## src/rtl/trig_sel_pkg.sv

```systemverilog
package trig_sel_pkg;
  localparam int HALF_W        = 16;
  localparam int WORD_W        = 2 * HALF_W;
  localparam int SEL_EXT_BIT   = 0;
  localparam int SEL_RAND_BIT  = 14;
  localparam int SEL_FIXED_BIT = 15;
  localparam logic [WORD_W-1:0] LFSR_TAPS = 32'h8020_0003;

  typedef struct packed {
    logic fixed_hit;
    logic rand_hit;
    logic ext_hit;
  } src_hits_t;
endpackage

```

## src/rtl/trig_ext_edge.sv

```systemverilog
module trig_ext_edge #(
  parameter int SYNC_STAGES = 2
) (
  input  logic clk,
  input  logic rst_n,
  input  logic din,
  output logic pulse
);
  localparam int TOP = SYNC_STAGES - 1;

  logic [TOP:0] sync_q;
  logic         prev_q;

  always_ff @(posedge clk) begin
    if (!rst_n) begin
      sync_q <= '0;
      prev_q <= 1'b0;
    end else begin
      sync_q <= {sync_q[TOP-1:0], din};
      prev_q <= sync_q[TOP];
    end
  end

  assign pulse = sync_q[TOP] & ~prev_q;


  ext_single_pulse_chk: assert property (@(posedge clk) disable iff (!rst_n)
    pulse |=> !pulse);
endmodule

```

## src/rtl/trig_fixed_pulser.sv

```systemverilog
module trig_fixed_pulser #(
  parameter int W = 32
) (
  input  logic         clk,
  input  logic         rst_n,
  input  logic [W-1:0] period,
  output logic         pulse
);
  logic [W-1:0] cnt_q;
  logic         at_end;

  assign at_end = (period != '0) && (cnt_q >= period);
  assign pulse  = at_end;

  always_ff @(posedge clk) begin
    if (!rst_n || period == '0 || at_end) cnt_q <= '0;
    else                                  cnt_q <= cnt_q + 1'b1;
  end


  fixed_gap_chk: assert property (@(posedge clk) disable iff (!rst_n)
    (pulse && period != '0) |=> !pulse);
endmodule

```

## src/rtl/trig_rand_pulser.sv

```systemverilog
module trig_rand_pulser
  import trig_sel_pkg::*;
#(
  parameter logic [WORD_W-1:0] SEED = 32'h1D2C_3B4A
) (
  input  logic              clk,
  input  logic              rst_n,
  input  logic [WORD_W-1:0] threshold,
  output logic              pulse
);
  logic [WORD_W-1:0] lfsr_q;

  always_ff @(posedge clk) begin
    if (!rst_n) lfsr_q <= SEED;
    else        lfsr_q <= (lfsr_q >> 1) ^ (lfsr_q[0] ? LFSR_TAPS : '0);
  end

  assign pulse = lfsr_q < threshold;


  lfsr_nonzero_chk: assert property (@(posedge clk) disable iff (!rst_n)
    lfsr_q != '0);

  rand_zero_silent_chk: assert property (@(posedge clk) disable iff (!rst_n)
    (threshold == '0) |-> !pulse);
endmodule

```

## src/rtl/trig_source_sel.sv

```systemverilog
module trig_source_sel
  import trig_sel_pkg::*;
#(
  parameter int NUM_XOFF    = 8,
  parameter int NUM_OUT     = 8,
  parameter int SYNC_STAGES = 2
) (
  input  logic                clk,
  input  logic                rst_n,
  input  logic                ext_in,
  input  logic [HALF_W-1:0]   src_sel,
  input  logic [HALF_W-1:0]   period_lo,
  input  logic [HALF_W-1:0]   period_hi,
  input  logic [HALF_W-1:0]   prob_lo,
  input  logic [HALF_W-1:0]   prob_hi,
  input  logic [NUM_XOFF-1:0] xoff_in,
  input  logic [NUM_XOFF-1:0] xoff_mask,
  input  logic [NUM_OUT-1:0]  out_mask,
  output logic [NUM_OUT-1:0]  trig_out,
  output logic                trig_state,
  output logic [NUM_XOFF-1:0] xoff_state
);
  src_hits_t hits;
  logic      ext_p, fixed_p, rand_p;
  logic      any_src, blocked, pass;

  trig_ext_edge #(.SYNC_STAGES(SYNC_STAGES)) u_ext (
    .clk(clk), .rst_n(rst_n), .din(ext_in), .pulse(ext_p));

  trig_fixed_pulser #(.W(WORD_W)) u_fixed (
    .clk(clk), .rst_n(rst_n), .period({period_hi, period_lo}), .pulse(fixed_p));

  trig_rand_pulser u_rand (
    .clk(clk), .rst_n(rst_n), .threshold({prob_hi, prob_lo}), .pulse(rand_p));

  assign hits.ext_hit   = ext_p   & src_sel[SEL_EXT_BIT];
  assign hits.rand_hit  = rand_p  & src_sel[SEL_RAND_BIT];
  assign hits.fixed_hit = fixed_p & src_sel[SEL_FIXED_BIT];
  assign any_src        = |hits;
  assign blocked        = |(xoff_in & xoff_mask);
  assign pass           = any_src & ~blocked;

  always_ff @(posedge clk) begin
    if (!rst_n) begin
      trig_state <= 1'b0;
      xoff_state <= '0;
    end else begin
      trig_state <= pass;
      xoff_state <= xoff_in;
    end
  end

  for (genvar ch = 0; ch < NUM_OUT; ch++) begin : g_chan
    always_ff @(posedge clk) begin
      if (!rst_n) trig_out[ch] <= 1'b0;
      else        trig_out[ch] <= pass & out_mask[ch];
    end
  end


  xoff_block_chk: assert property (@(posedge clk) disable iff (!rst_n)
    (|(xoff_in & xoff_mask)) |=> (trig_out == '0 && !trig_state));

  out_within_mask_chk: assert property (@(posedge clk) disable iff (!rst_n)
    1'b1 |=> ((trig_out & ~$past(out_mask)) == '0));

  out_needs_state_chk: assert property (@(posedge clk) disable iff (!rst_n)
    (trig_out != '0) |-> trig_state);

  xoff_status_chk: assert property (@(posedge clk) disable iff (!rst_n)
    1'b1 |=> (xoff_state == $past(xoff_in)));
endmodule

```

## config.mk

```make
export PLATFORM = sky130hd
export DESIGN_NAME = trig_source_sel
export DESIGN_NICKNAME = d
export VERILOG_FILES = /design/src/rtl/trig_sel_pkg.sv /design/src/rtl/trig_ext_edge.sv /design/src/rtl/trig_fixed_pulser.sv /design/src/rtl/trig_rand_pulser.sv /design/src/rtl/trig_source_sel.sv
export SDC_FILE = /design/constraint.sdc
export NUM_CORES = 1
export LEC_CHECK = 0
export BUFFER_PORTS_ARGS = -buffer_cell sky130_fd_sc_hd__buf_2
export CORE_UTILIZATION = 53
export DETAILED_ROUTE_END_ITERATION = 6
export PLACE_DENSITY = 0.88
export SYNTH_ARGS = -nofsm -noshare
export SYNTH_HDL_FRONTEND = slang
export SYNTH_SLANG_ARGS = --single-unit
```

## constraint.sdc

```tcl
create_clock -name clk -period 3.3 [get_ports clk]
set_clock_uncertainty 0.2 [all_clocks]
set_input_delay 0.165 -clock clk [delete_from_list [all_inputs] [get_ports clk]]
set_output_delay 0.165 -clock clk [all_outputs]
set_load 0.03 [all_outputs]
```

==> metrics.md <==
| Metric | Value |
|---|---|
| Status | `completed` |
| EDFF count, synth | `0` |
| Avg Inst Size Synth | `around 9 um2` |
| Setup Crit Path Kind | `flop to flop` |
| Slew HR | `0.583` |
| H-tree levels | `3` |
| Port Buffer Count | `between 100 and 150` |
| Cells along the critical path | `inv_1 > ha_1 > nand2b_1 > a2111o_1 > a41oi_1 > a311oi_1 > nor2_2 > o22ai_1 > dlygate4sd3_1` |
| DIE HEIGHT | `94.7 um` |
| Yosys Warn Count | `0` |
| Actual slew at the worst max-slew pin | `approximately 0.62 ns` |
| Worst min path class | `input pin to flop` |
| P per Cell Area | `385 nW/um2` |
| First-pass GRT wire length | `~19,000 um` |
| Starting density of the core | `0.552` |
| Worst R2R Setup Slack | `between 0.15 and 0.2 ns` |
| DIE AREA | `between 8000 and 9000 um2` |
| Top-count cell post-synth | `dfxtp_1` |
| Die X | `about 95 um` |
| CTS Buf Count | `9` |
| Synth Area in XOR/XNOR | `0.0635` |
| Post-Synth Simple-Gate Area | `0.228` |
| First-pass DRT Iterations | `4` |
| Worst slack at placement | `0.443 ns` |
| Routed wire length | `11,400 um` |
| Critical-path top delay cell | `dlygate4sd3_1` |
| Clk_lat worst skew | `between 0.3 and 0.4 ns` |
| Largest family of logic cells by synthesized area | `simple AND/OR/NAND/NOR gates` |
| Vias per inst | `between 5 and 6` |
| Crit path launch type | `flop` |
| Final Hold Vio Count | `0` |
| Critical Path Fanout Max | `9` |
| Core Area | `about 8300 um2` |
| Final nets | `roughly 840` |
| Setup violators final | `0` |
| # Post-CTS Setup Buffers | `0` |
| Post-Syn Nets | `692` |
| Antenna-violating nets left | `0` |
| Sequential element share of the synthesized area | `0.369` |
| Synth area leaders | `dfxtp_1 37%, ha_1 18%, inv_1 5.5%` |
| Initial antenna violation count | `0` |
| Crit end category | `flop` |
| Slowest stage delay, CP | `0.58 ns` |
| Final Max Tran Viols | `0` |
| Commonest cells post-synth | `84 x dfxtp_1, 67 x inv_1, 64 x ha_1, 46 x nor2_1, 32 x nand2_1` |
| Period utilisation layout | `0.942` |
| Max-cap violations | `0` |
| Crit path DAT | `around 3.2 ns` |
| Crit-path leading delay family | `compound AO/OA/AOI/OAI gates` |
| Clk slew on worst S/H paths | `0.08 ns` |
| Yosys top cell by area | `dfxtp_1` |
| Total number of vias | `4,212` |
| CTS tree | `done` |
| Critical path required time | `3.34 ns` |
| Area share of the largest cell type after synthesis | `0.369` |
| Post-synthesis compound-gate area fraction | `0.0948` |
| Hpwl dp | `8570 um` |
| Ys async rst share | `0` |
| Rows | `33` |
| TritonCTS Sinks | `84` |
| Number of synthesized register bits | `84` |
| Cell count after synthesis | `521` |
| Fin area | `about 5700 um2` |
| Clk root buf | `clkbuf_8` |
| Synth unique cells | `between 40 and 50` |
| Final min period | `3.11 ns` |
| Global route total overflow | `0` |
| Largest net degree at the start of global routing | `43` |
| First DRT Iteration DRCs | `139` |
| Area post-placement | `around 5200 um2` |
| Lkg Pwr | `2.84 nW` |
| Unrepaired setup endpoints after global routing | `no` |
| Routability Congestion | `roughly 0.84` |
| Ys flop type | `dfxtp_1` |
| Longest Clk Path Bufs | `2` |
| Multiplexer share of the synthesized area | `0` |
| GRT Total Usage | `0.271` |
| Adder-cell area share of the yosys netlist | `0.176` |
| IO Pins | `124` |
| Routed len/inst | `around 15 um` |
| Setup ws final | `around 0.19 ns` |
| Mapped cell area | `~4600 um2` |
| Vias in the first global route | `roughly 4,400` |
| Syn-to-layout area delta | `25.2%` |
| Setup_tns | `0 ns` |
| Max frequency | `~320 MHz` |
| Antenna diodes | `0` |
| # DRC | `0` |
| Fillers | `between 600 and 700` |
| Share of layout cells above drive strength 1 | `0.202` |
| Max IR drop VDD | `0.267 mV` |
| Crit path buffers/inverters | `2` |
power by group:
group | switching, mW | internal (mW) | leakage (nW)
sequential | 0.0292 | 1.06 | 0.689
combinational | 0.161 | 0.156 | 2.04
clock | 0.370 | 0.424 | 0.109
worst min-delay path, cell delays in order:
cell and delay (ns):
buf_2 0.09, a211oi_2 0.14, nand3_1 0.08, o21ai_0 0.07
per-layer routing:
| metal | track usage | share of wire | vias to the layer above |
|---|---|---|---|
| li1 | - | - | 2076 |
| met1 | 0.284 | 0.41 | 1966 |
| met2 | 0.515 | 0.52 | 142 |
| met3 | 0.0604 | 0.044 | 28 |
| met4 | 0.111 | 0.023 | 0 |
| met5 | 0 | 0 | - |
sequential cells by signal, summed over array words and instances (netlist names):
| name | flops |
|---|---|
| u_fixed.cnt_q | 32 |
| u_rand.lfsr_q | 32 |
| trig_out | 8 |
| xoff_state | 8 |
| u_ext.sync_q | 2 |
| trig_state | 1 |
| u_ext.prev_q | 1 |
cells in the final DEF (no fill, tap or decap), drive strengths merged, types with 14 or more instances in the layout:
master	instances
buf	115
dfxtp	84
inv	68
ha	64
nor2	46
nand2	32
nand3	27
and2	27
dlygate4sd3	27
xor2	19
nand4	17
nand2b	17
a21oi	15
xnor2	14
cell families after synthesis:
kind of cell | count (synthesis)
AOI/OAI and AO/OA | 63
xor gates and xnor gates | 33
adders and majority gates | 64
buffers and inverters | 77
DFF | 84
and+or+nand+nor | 200
layout make-up:
cell class                 count  area, um2  share of cell area
sequential                    84       1680               0.295
multi-input combinational    360       2570               0.451
clock inverter                 6       87.6              0.0154
inverter                      67        251              0.0441
tap                          105        131              0.0230
timing repair buffer         142        858               0.150
clock buffer                   9        124              0.0217
final timing paths:
path	cells after the start	from	endpoint
min	4	xoff_mask[0]	trig_state
max reg2reg	9	u_fixed.cnt_q[0]	trig_out[4]
min reg2reg	1	u_ext.sync_q[0]	u_ext.sync_q[1]
max	9	u_fixed.cnt_q[0]	trig_out[4]
stage by stage:
step                      utilization  instances  hold slack [ns]  total power, mW
after floorplan                     -        521           0.0380             1.28
after global placement          0.631        731            0.190             1.38
final                           0.691        773           0.0345             2.20
after detailed placement        0.631        731            0.185             1.40
after CTS                       0.690        773           0.0225             2.21
after global routing            0.691        773           0.0687             2.30
timing repair:
action                                  CTS  global route
endpoints found under the hold margin    19             0
resized for setup                         0             3
hold buffers                             27             0
endpoints found under the setup margin    0             8
Note: power is estimated with default switching activity, not from simulation.
